===== config.mk =====
export PLATFORM = sky130hd
export DESIGN_NAME = prio_irq_ctrl
export DESIGN_NICKNAME = d
export VERILOG_FILES = /design/src/rtl/irq_ctrl_pkg.sv /design/src/rtl/pic_cfg_regs.sv /design/src/rtl/pic_src_gate.sv /design/src/rtl/pic_core_arb.sv /design/src/rtl/prio_irq_ctrl.sv
export SDC_FILE = /design/constraint.sdc
export NUM_CORES = 1
export LEC_CHECK = 0
export BUFFER_PORTS_ARGS = -buffer_cell sky130_fd_sc_hd__buf_2
export CORE_MARGIN = 2
export CORE_UTILIZATION = 50
export CTS_CLUSTER_DIAMETER = 50
export DETAILED_ROUTE_END_ITERATION = 16
export PLACE_DENSITY_LB_ADDON = 0.1
export SYNTH_ARGS = -nofsm -noshare
export SYNTH_HDL_FRONTEND = slang
export SYNTH_SLANG_ARGS = --single-unit

===== constraint.sdc =====
create_clock -name clk -period 12.2 [get_ports clk]
set_input_delay 0 -clock clk [delete_from_list [all_inputs] [get_ports clk]]
set_output_delay 0 -clock clk [all_outputs]
set_load 0.05 [all_outputs]

===== src/rtl/irq_ctrl_pkg.sv =====
package irq_ctrl_pkg;

  typedef enum logic [1:0] {
    SEL_PRIO = 2'd0,
    SEL_EN   = 2'd1,
    SEL_TGT  = 2'd2,
    SEL_THR  = 2'd3
  } cfg_sel_e;

endpackage


===== src/rtl/pic_cfg_regs.sv =====
module pic_cfg_regs
  import irq_ctrl_pkg::*;
#(
  parameter int NUM_SRC  = 8,
  parameter int NUM_CORE = 2,
  parameter int PRIO_W   = 3,
  parameter int CORE_W   = 1,
  parameter int IDX_W    = 3
) (
  input  logic                       clk,
  input  logic                       rst_n,
  input  logic                       cfg_we,
  input  logic [1:0]                 cfg_sel,
  input  logic [IDX_W-1:0]           cfg_idx,
  input  logic [PRIO_W-1:0]          cfg_wdata,
  output logic [NUM_SRC*PRIO_W-1:0]  prio_flat,
  output logic [NUM_SRC-1:0]         src_en,
  output logic [NUM_SRC*CORE_W-1:0]  tgt_flat,
  output logic [NUM_CORE*PRIO_W-1:0] thr_flat
);

  logic [NUM_SRC*PRIO_W-1:0]  prio_q, prio_d;
  logic [NUM_SRC-1:0]         en_q, en_d;
  logic [NUM_SRC*CORE_W-1:0]  tgt_q, tgt_d;
  logic [NUM_CORE*PRIO_W-1:0] thr_q, thr_d;
  cfg_sel_e                   sel;

  assign sel = cfg_sel_e'(cfg_sel);

  always_comb begin
    prio_d = prio_q;
    en_d   = en_q;
    tgt_d  = tgt_q;
    thr_d  = thr_q;
    if (cfg_we) begin
      for (int s = 0; s < NUM_SRC; s++) begin
        if (int'(cfg_idx) == s) begin
          if (sel == SEL_PRIO) prio_d[s*PRIO_W +: PRIO_W] = cfg_wdata;
          if (sel == SEL_EN)   en_d[s] = cfg_wdata[0];
          if (sel == SEL_TGT)  tgt_d[s*CORE_W +: CORE_W] = cfg_wdata[CORE_W-1:0];
        end
      end
      for (int c = 0; c < NUM_CORE; c++) begin
        if (int'(cfg_idx) == c && sel == SEL_THR)
          thr_d[c*PRIO_W +: PRIO_W] = cfg_wdata;
      end
    end
  end

  always_ff @(posedge clk or negedge rst_n) begin
    if (!rst_n) begin
      prio_q <= '0;
      en_q   <= '0;
      tgt_q  <= '0;
      thr_q  <= '0;
    end else if (cfg_we) begin
      prio_q <= prio_d;
      en_q   <= en_d;
      tgt_q  <= tgt_d;
      thr_q  <= thr_d;
    end
  end

  assign prio_flat = prio_q;
  assign src_en    = en_q;
  assign tgt_flat  = tgt_q;
  assign thr_flat  = thr_q;

endmodule


===== src/rtl/pic_src_gate.sv =====
module pic_src_gate (
  input  logic clk,
  input  logic rst_n,
  input  logic line,
  input  logic claim_hit,
  input  logic eoi_hit,
  output logic pend,
  output logic ins
);

  logic line_q, pend_q, ins_q;
  logic pend_d, ins_d, rise;

  assign rise = line && !line_q;

  always_comb begin
    pend_d = pend_q;
    if (claim_hit)  pend_d = 1'b0;
    else if (rise)  pend_d = 1'b1;
    else if (!line) pend_d = 1'b0;
    ins_d = ins_q;
    if (claim_hit)    ins_d = 1'b1;
    else if (eoi_hit) ins_d = 1'b0;
  end

  always_ff @(posedge clk or negedge rst_n) begin
    if (!rst_n) begin
      line_q <= 1'b0;
      pend_q <= 1'b0;
      ins_q  <= 1'b0;
    end else begin
      line_q <= line;
      pend_q <= pend_d;
      ins_q  <= ins_d;
    end
  end

  assign pend = pend_q;
  assign ins  = ins_q;


  claim_moves_to_service_chk: assert property (@(posedge clk) disable iff (!rst_n)
    claim_hit |=> (ins_q && !pend_q));


  eoi_releases_chk: assert property (@(posedge clk) disable iff (!rst_n)
    (eoi_hit && !claim_hit) |=> !ins_q);


  retract_drops_chk: assert property (@(posedge clk) disable iff (!rst_n)
    (!line && !rise) |=> !pend_q);

endmodule


===== src/rtl/pic_core_arb.sv =====
module pic_core_arb #(
  parameter int NUM_SRC  = 8,
  parameter int PRIO_W   = 3,
  parameter int CORE_W   = 1,
  parameter int ID_W     = 4,
  parameter int CORE_IDX = 0
) (
  input  logic                      clk,
  input  logic                      rst_n,
  input  logic [NUM_SRC-1:0]        pend,
  input  logic [NUM_SRC-1:0]        ins,
  input  logic [NUM_SRC-1:0]        src_en,
  input  logic [NUM_SRC*PRIO_W-1:0] prio_flat,
  input  logic [NUM_SRC*CORE_W-1:0] tgt_flat,
  input  logic [PRIO_W-1:0]         thr,
  output logic [ID_W-1:0]           win_id
);

  logic [NUM_SRC-1:0] elig;
  logic [PRIO_W-1:0]  best_prio;
  logic [ID_W-1:0]    best_id;
  logic               outranked;

  always_comb begin
    for (int s = 0; s < NUM_SRC; s++) begin
      elig[s] = pend[s] && !ins[s] && src_en[s]
                && (tgt_flat[s*CORE_W +: CORE_W] == CORE_W'(CORE_IDX))
                && (prio_flat[s*PRIO_W +: PRIO_W] > thr);
    end
  end

  always_comb begin
    best_prio = '0;
    best_id   = '0;
    for (int s = 0; s < NUM_SRC; s++) begin
      if (elig[s] && (best_id == '0 || prio_flat[s*PRIO_W +: PRIO_W] > best_prio)) begin
        best_prio = prio_flat[s*PRIO_W +: PRIO_W];
        best_id   = ID_W'(s + 1);
      end
    end
  end

  assign win_id = best_id;

  always_comb begin
    outranked = 1'b0;
    for (int s = 0; s < NUM_SRC; s++) begin
      if (pend[s] && !ins[s] && src_en[s]
          && (tgt_flat[s*CORE_W +: CORE_W] == CORE_W'(CORE_IDX))
          && (prio_flat[s*PRIO_W +: PRIO_W] > thr)) begin
        if (win_id == '0) outranked = 1'b1;
        else if (int'(win_id) - 1 > s &&
                 prio_flat[s*PRIO_W +: PRIO_W] >= prio_flat[(int'(win_id)-1)*PRIO_W +: PRIO_W])
          outranked = 1'b1;
        else if (prio_flat[s*PRIO_W +: PRIO_W] > prio_flat[(int'(win_id)-1)*PRIO_W +: PRIO_W])
          outranked = 1'b1;
      end
    end
  end


  winner_best_chk: assert property (@(posedge clk) disable iff (!rst_n)
    !outranked);

endmodule


===== src/rtl/prio_irq_ctrl.sv =====
module prio_irq_ctrl #(
  parameter int NUM_SRC  = 8,
  parameter int NUM_CORE = 2,
  parameter int PRIO_W   = 3,
  localparam int ID_W    = $clog2(NUM_SRC + 1),
  localparam int IDX_W   = $clog2(NUM_SRC),
  localparam int CORE_W  = (NUM_CORE > 1) ? $clog2(NUM_CORE) : 1
) (
  input  logic                     clk,
  input  logic                     rst_n,
  input  logic [NUM_SRC-1:0]       src_line,
  input  logic                     cfg_we,
  input  logic [1:0]               cfg_sel,
  input  logic [IDX_W-1:0]         cfg_idx,
  input  logic [PRIO_W-1:0]        cfg_wdata,
  output logic [NUM_CORE-1:0]      irq,
  input  logic [NUM_CORE-1:0]      claim_req,
  output logic [NUM_CORE*ID_W-1:0] claim_id,
  input  logic [NUM_CORE-1:0]      eoi_req,
  input  logic [NUM_CORE*ID_W-1:0] eoi_id
);

  logic                       rst_s1, rst_s2, rst_i;
  logic [NUM_SRC*PRIO_W-1:0]  prio_flat;
  logic [NUM_SRC-1:0]         src_en;
  logic [NUM_SRC*CORE_W-1:0]  tgt_flat;
  logic [NUM_CORE*PRIO_W-1:0] thr_flat;
  logic [NUM_SRC-1:0]         pend, ins, claim_hit, eoi_hit;
  logic [ID_W-1:0]            win_id [NUM_CORE];
  logic [NUM_CORE-1:0]        irq_d, irq_q;

  always_ff @(posedge clk or negedge rst_n) begin
    if (!rst_n) begin
      rst_s1 <= 1'b0;
      rst_s2 <= 1'b0;
    end else begin
      rst_s1 <= 1'b1;
      rst_s2 <= rst_s1;
    end
  end
  assign rst_i = rst_s2;

  pic_cfg_regs #(
    .NUM_SRC(NUM_SRC), .NUM_CORE(NUM_CORE), .PRIO_W(PRIO_W),
    .CORE_W(CORE_W), .IDX_W(IDX_W)
  ) u_cfg (
    .clk(clk), .rst_n(rst_i), .cfg_we(cfg_we), .cfg_sel(cfg_sel),
    .cfg_idx(cfg_idx), .cfg_wdata(cfg_wdata), .prio_flat(prio_flat),
    .src_en(src_en), .tgt_flat(tgt_flat), .thr_flat(thr_flat)
  );

  always_comb begin
    for (int s = 0; s < NUM_SRC; s++) begin
      claim_hit[s] = 1'b0;
      eoi_hit[s]   = 1'b0;
      for (int c = 0; c < NUM_CORE; c++) begin
        if (claim_req[c] && win_id[c] == ID_W'(s + 1)) claim_hit[s] = 1'b1;
        if (eoi_req[c] && eoi_id[c*ID_W +: ID_W] == ID_W'(s + 1)) eoi_hit[s] = 1'b1;
      end
    end
  end

  for (genvar s = 0; s < NUM_SRC; s++) begin : g_src
    pic_src_gate u_gate (
      .clk(clk), .rst_n(rst_i), .line(src_line[s]),
      .claim_hit(claim_hit[s]), .eoi_hit(eoi_hit[s]),
      .pend(pend[s]), .ins(ins[s])
    );
  end

  for (genvar c = 0; c < NUM_CORE; c++) begin : g_core
    pic_core_arb #(
      .NUM_SRC(NUM_SRC), .PRIO_W(PRIO_W), .CORE_W(CORE_W),
      .ID_W(ID_W), .CORE_IDX(c)
    ) u_arb (
      .clk(clk), .rst_n(rst_i), .pend(pend), .ins(ins), .src_en(src_en),
      .prio_flat(prio_flat), .tgt_flat(tgt_flat),
      .thr(thr_flat[c*PRIO_W +: PRIO_W]), .win_id(win_id[c])
    );
    assign claim_id[c*ID_W +: ID_W] = win_id[c];
    assign irq_d[c] = (win_id[c] != '0);

    if (c > 0) begin : g_excl

      route_exclusive_chk: assert property (@(posedge clk) disable iff (!rst_i)
        (win_id[c] != '0) |-> (win_id[c] != win_id[0]));
    end
  end

  always_ff @(posedge clk or negedge rst_i) begin
    if (!rst_i) irq_q <= '0;
    else        irq_q <= irq_d;
  end

  assign irq = irq_q;

endmodule


==> results.sh, run 1 <==
export IMPL_drc=0
export IMPL_h_tree_depth=3
export IMPL_io_buffers=40
export IMPL_end_kind="output port"
export IMPL_avgRoutedWirePerCell_microns=20.44
export IMPL_diodes=0
export IMPL_startpoint_type="register"
export IMPL_drt_iter0_markers=475
export IMPL_worst_slack_ps=671.3
export IMPL_final_max_slew_viol_count=0
export IMPL_max_freq_mhz=86.74
export IMPL_status="finished, final reports clean"
export IMPL_start_util_pct=51.84
export IMPL_seq_area_frac_synth_pct=29.49
export IMPL_crit_type="reg2out"
export IMPL_layout_cells_most_common="ha_1"
export IMPL_wl_met1_mm=7.985
export IMPL_fin_skew_ps=5.904
export IMPL_worst_slew_pin_transition_ps=987.3
export IMPL_drive_gt1_share_pct=19.65
export IMPL_coreArea_sq_mm=0.01211
export IMPL_maxSlewHeadroom_pct=33.68
export IMPL_grt_use_total_pct=28.76
export IMPL_grt_max_degree=73
export IMPL_met2_length_mm=8.474
export IMPL_cp_max_fo=10
export IMPL_die_area_sq_mm=0.01347
export IMPL_min_path_type="in2reg"
export IMPL_finalCritPeriodShare_pct=94.50
export IMPL_powerDensity_mw_per_mm2=153.7
export IMPL_synthFlopType="dfrtp_1"
export IMPL_cp_slowest_stage_delay_ps=430
export IMPL_clock_latency_ps=340
export IMPL_path_clk_slew_ps=60
export IMPL_netlist_instances=676
export IMPL_rows=40
export IMPL_synth_area_sq_mm=0.006279
export IMPL_dpl_worst_slack_ps=145.5
export IMPL_cpMaxStageDelayCell="a221oi_1"
export IMPL_pin_count=41
export IMPL_arrival_ps=11530
export IMPL_maxCapViolations=0
export IMPL_synth_edf_count=0
export IMPL_hpwl_mm=14.49
export IMPL_avgSynthCellArea_sq_um=9.288
export IMPL_crit_top_cell="ha_1"
export IMPL_cts_tree="done"
export IMPL_crit_family="compound AO/OA/AOI/OAI gates"
export IMPL_p_leak_nw=3.258
export IMPL_met3_length_mm=1.103
export IMPL_cts_path_max_buffers=2
export IMPL_postRouteAntennaNets=0
export IMPL_vias=5661
export IMPL_ctsRootBufferMaster="clkbuf_16"
export IMPL_required_ps=12200
export IMPL_finalHoldViolCount=0
export IMPL_fp_dieH_microns=116.1
export IMPL_ir_drop_mv=0.09221
export IMPL_top_layer="met4"
export IMPL_ys_warn_count=0
export IMPL_grt_pass1_wl_mm=28.95
export IMPL_grt_overflow=0
export IMPL_crit_buf_inv=3
export IMPL_wl_mm=18.52
export IMPL_period_needed_ps=11530
export IMPL_setup_violations=0
export IMPL_die_x_microns=116.1
export IMPL_final_cell_mix="ha_1, dfrtp_1, nand2_1"
export IMPL_synth_async_sr_flop_share_pct=100.0
export IMPL_numCtsBuffers=9
export IMPL_synthesis_nets=793
export IMPL_syn2layout_area_growth_pct=14.13
export IMPL_grt_pass1_vias=5516
export IMPL_dr_pass1_iters=7
export IMPL_nNetsFinal=851
export IMPL_ys_types=83
export IMPL_setup_tns_ps=0
export IMPL_ys_seq_elements=74
export IMPL_viasPerCell=6.248
export IMPL_gp_congestion=0.9414
export IMPL_clock_sinks=74
export IMPL_antenna_found_initial=0
## flip-flops by register name, summed over array words and instances (netlist names)
signal and cells:
u_cfg.prio_flat 24, g_src.u_gate.ins 8, g_src.u_gate.line_q 8, g_src.u_gate.pend 8, u_cfg.src_en 8, u_cfg.tgt_flat 8, u_cfg.thr_flat 6, irq 2
rst_i 1, rst_s1 1
## worst min-delay path, stage by stage
cell and delay [ps]:
buf_2 100, o41ai_1 60, o21ai_0 150
## synthesized netlist by cell type, types with 14 or more instances
cell     instances  area [sq um]
mux2_2          48         540.5
nor2b_1         23         143.9
nand2_1         50         187.7
nor2_1          34         127.6
dfrtp_1         74          1852
o21ai_0         34         170.2
ha_1            86          1076
nand3_1         35         175.2
a21oi_1         37         185.2
inv_1           47         176.4
nor3_1          14         70.07
o21a_1          15         112.6
## layout make-up
type	count	area, sq um
sequential	74	1856
tap	168	210.2
clock buffer	11	242.7
inverter	47	176.4
fill	1098	4946
timing repair buffer	60	380.4
multi-input combinational	542	4224
clock inverter	4	76.32
## cells by family after synthesis
| group | count (synthesis) | synth area share [%] |
|---|---|---|
| multiplexers | 51 | 9.247 |
| adder cells (fa/ha/maj) | 86 | 17.14 |
| AO/OA/AOI/OAI | 182 | 21.16 |
| AND/OR/NAND/NOR | 222 | 19.05 |
| flip-flops | 74 | 29.49 |
| buffers and inverters | 60 | 3.846 |
| other | 1 | 0.05973 |
## power breakdown
group / internal (mW) / total [mW] / leakage, nW / switching, mW
clock: 0.184 / 0.290 / 0.152 / 0.106
combinational: 0.190 / 0.451 / 2.18 / 0.261
sequential: 0.293 / 0.360 / 0.921 / 0.0673
total: 0.667 / 1.10 / 3.26 / 0.434
## stage by stage
step / hold WS (ps) / cells / instance area, sq um / utilization, % / total power, mW
2_1_floorplan: -295.6 / 676 / 6279 / - / 0.6619
3_3_place_gp: -216.7 / 877 / 6679 / 55.14 / 0.7739
3_5_place_dp: -212.1 / 877 / 6679 / 55.14 / 0.7964
4_1_cts: 8.795 / 903 / 7112 / 58.72 / 1.094
5_1_grt: 55.80 / 906 / 7166 / 59.16 / 1.172
6_report: 9.170 / 906 / 7166 / 59.16 / 1.101
## path summary, 6_finish.rpt
check / start / endpoint / slack, ps / cells after the start
setup reg to reg: u_cfg.thr_flat[5] / irq[1] / 780 / 50
min in group asynchronous: rst_i / u_cfg.src_en[0] / 460 / 0
hold reg to reg: rst_s1 / rst_i / 370 / 0
hold / removal: eoi_id[2] / g_src[7].u_gate.ins / 9 / 3
max in group asynchronous: rst_i / u_cfg.prio_flat[15] / 11120 / 0
setup / recovery: u_cfg.thr_flat[5] / claim_id[6] / 670 / 51
## what timing repair did
| action | 4_1_cts | 5_1_grt |
|---|---|---|
| setup buffers | 0 | 3 |
| endpoints found under the hold margin | 16 | 0 |
| endpoints found under the setup margin | 1 | 26 |
| resized for setup | 1 | 11 |
| hold buffers | 11 | 0 |
| pin swaps | 0 | 1 |
## routing by layer
layer  vias to the layer above  GRT usage (%)
li1                       2672              -
met4                         0          15.24
met5                         -              0
met2                       217          45.73
met1                      2720          37.61
met3                        52          4.969
Power figures use the tool's default switching activity.
==> inputs of run 2 (changes only) <==
--- a/config.mk
+++ b/config.mk
@@ -11,6 +11,7 @@
 export CTS_CLUSTER_DIAMETER = 50
 export DETAILED_ROUTE_END_ITERATION = 16
 export PLACE_DENSITY_LB_ADDON = 0.1
+export RECOVER_POWER = 100
 export SYNTH_ARGS = -nofsm -noshare
 export SYNTH_HDL_FRONTEND = slang
 export SYNTH_SLANG_ARGS = --single-unit
==> run 2 against run 1 <==
Against the previous run:
- the run now ends with capacitance limit, slew limit left
- combinational power about the same
- global-route usage unchanged
- hold slack about the same
- register-to-register slack about the same
- maximum frequency about the same
- sequential cell count unchanged
- sequential share of layout area about the same
- die area unchanged
- wire length increased by 0.30%
- non-clock buffer count unchanged
- largest cell class unchanged
==> results.sh, run 2 (synthesis gave the netlist of run 1 again) <==
export IMPL_status="finished with violations"
export IMPL_violations="capacitance limit, slew limit"
export IMPL_fin_cells=906
export IMPL_dp_cells=877
export IMPL_hp_start="eoi_id[2]"
export IMPL_required_ps=12200
export IMPL_min_to="g_src[7].u_gate.ins"
export IMPL_numCtsBuffers=9
export IMPL_wl_mm=18.58
export IMPL_final_cell_mix="ha_1, dfrtp_1, nand2_1"
export IMPL_start_util_pct=51.84
export IMPL_nNetsFinal=851
export IMPL_avgRoutedWirePerCell_microns=20.50
export IMPL_final_max_slew_viol_count=73
export IMPL_rr_startpoint="u_cfg.thr_flat[5]"
export IMPL_cp_max_fo=10
export IMPL_io_buffers=40
export IMPL_cts_tree="done"
export IMPL_drc=0
export IMPL_pin_count=41
export IMPL_rows=40
export IMPL_combPwrFrac_pct=40.9
export IMPL_antenna_found_initial=0
export IMPL_setup_violations=0
export IMPL_dr_pass1_iters=6
export IMPL_worst_slew_pin_transition_ps=2890
export IMPL_clkPwrFrac_pct=26.3
export IMPL_max_freq_mhz=86.75
export IMPL_diodes=0
export IMPL_r2r_setup_slack_ps=780
export IMPL_viasPerCell=6.292
export IMPL_postRouteAntennaNets=0
export IMPL_path_clk_slew_ps=60
export IMPL_grt_overflow=0
export IMPL_gp_congestion=0.9414
export IMPL_grt_max_degree=73
export IMPL_rr_worst_depth=50
export IMPL_p_leak_nw=3.228
export IMPL_hpwl_mm=14.49
export IMPL_grt_use_total_pct=28.76
export IMPL_p_int_mw=0.6655
export IMPL_grt_pass1_vias=5516
export IMPL_ir_drop_mv=0.09178
export IMPL_h_tree_depth=3
export IMPL_cpMaxStageDelayCell="a221oi_1"
export IMPL_startpoint_type="register"
export IMPL_layout_cells_most_common="ha_1"
export IMPL_crit_top_cell="ha_1"
export IMPL_clock_latency_ps=340
export IMPL_p_switching_mw=0.4342
export IMPL_drt_iter0_markers=414
export IMPL_die_x_microns=116.1
export IMPL_maxSlewHeadroom_pct=-92.70
export IMPL_end_kind="output port"
export IMPL_powerDensity_mw_per_mm2=153.9
export IMPL_crit_type="reg2out"
export IMPL_period_needed_ps=11530
export IMPL_die_area_sq_mm=0.01347
export IMPL_clock_sinks=74
export IMPL_power_frac_seq_pct=32.7
export IMPL_rr_endpoint="irq[1]"
export IMPL_min_path_type="in2reg"
export IMPL_arrival_ps=11530
export IMPL_finalCritPeriodShare_pct=94.49
export IMPL_ctsRootBufferMaster="clkbuf_16"
export IMPL_grt_pass1_wl_mm=28.95
export IMPL_drive_gt1_share_pct=18.16
export IMPL_fin_skew_ps=4.972
export IMPL_largest_reg_flops=24
export IMPL_maxCapViolations=1
export IMPL_syn2layout_area_growth_pct=13.83
export IMPL_cts_path_max_buffers=2
export IMPL_cp_slowest_stage_delay_ps=430
export IMPL_hold_depth=3
export IMPL_worst_hold_slack_ps=9.024
export IMPL_finalHoldViolCount=0
export IMPL_fp_dieH_microns=116.1
export IMPL_coreArea_sq_mm=0.01211
export IMPL_switching_share_pct=39.49
export IMPL_vias=5701
## run 2: changes by cell type in the layout (fill, tap and decap cells not counted)
cell / delta
buf_4: -1
buf_2: -10
clkbuf_2: +1
clkbuf_1: +10
dfrtp_1: +1
dfrtp_4: -1
## run 2: per-stage QoR
| stage | util, % | worst slack [ps] | power [mW] | setup TNS (ps) | instance area (sq um) |
|---|---|---|---|---|---|
| 3_5_place_dp | 55.14 | 145.5 | 0.7964 | 0 | 6679 |
| 2_1_floorplan | - | 1208 | 0.6619 | 0 | 6279 |
| 4_1_cts | 58.72 | 137.1 | 1.094 | 0 | 7112 |
| 6_report | 59.01 | 672.1 | 1.100 | 0 | 7147 |
| 3_3_place_gp | 55.14 | 260.3 | 0.7739 | 0 | 6679 |
| 5_1_grt | 59.01 | -8.535 | 1.170 | -8.535 | 7147 |
## run 2: critical path, delay by kind of cell (launching register included)
| kind | cells | cell delay (ps) |
|---|---|---|
| buf+inv | 3 | 770 |
| compound gates | 28 | 5110 |
| mux | 3 | 1080 |
| flops | 1 | 380 |
| fa+ha+maj | 8 | 2260 |
| simple gates | 9 | 1550 |
## run 2: layout make-up
type / count / area (sq um)
clock buffers: 11 / 242.7
fillers: 1107 / 4965
well taps: 168 / 210.2
repair buffers: 60 / 365.4
inverters: 47 / 176.4
flip-flops and latches: 74 / 1852
clock inverters: 4 / 76.32
multi-input cells: 542 / 4224
## run 2: how the worst max path moves through the flow
stage,start,to,cells after the start,slack [ps]
after floorplan,u_cfg.thr_flat[5],claim_id[6],53,1210
after global placement,u_cfg.thr_flat[5],irq[1],51,260
after detailed placement,u_cfg.thr_flat[5],irq[1],51,150
after CTS,u_cfg.thr_flat[5],claim_id[6],52,140
after global routing,u_cfg.prio_flat[1],claim_id[1],52,-9
final,u_cfg.thr_flat[5],claim_id[6],51,670
## run 2: routing by layer
| layer | vias up | wire, microns | GRT usage, % |
|---|---|---|---|
| met3 | 59 | 1065 | 4.969 |
| met5 | - | 0 | 0 |
| met2 | 218 | 8457 | 45.73 |
| li1 | 2676 | - | - |
| met4 | 0 | 952 | 15.24 |
| met1 | 2748 | 8099 | 37.61 |
## run 2: power groups by stage
stage | registers [mW] | clock network [mW] | logic, mW
floorplan | 0.342 | 0 | 0.320
detailed placement | 0.363 | 0 | 0.433
CTS | 0.359 | 0.294 | 0.441
global route | 0.366 | 0.302 | 0.502
finish | 0.360 | 0.290 | 0.450
global placement | 0.362 | 0 | 0.412
## run 2: what timing repair did
action                                  in CTS  in global routing
endpoints found under the hold margin       16                  0
pin swaps                                    0                  1
buffers inserted                             0                  3
hold buffers                                11                  0
endpoints found under the setup margin       1                 26
resized for setup                            1                 11
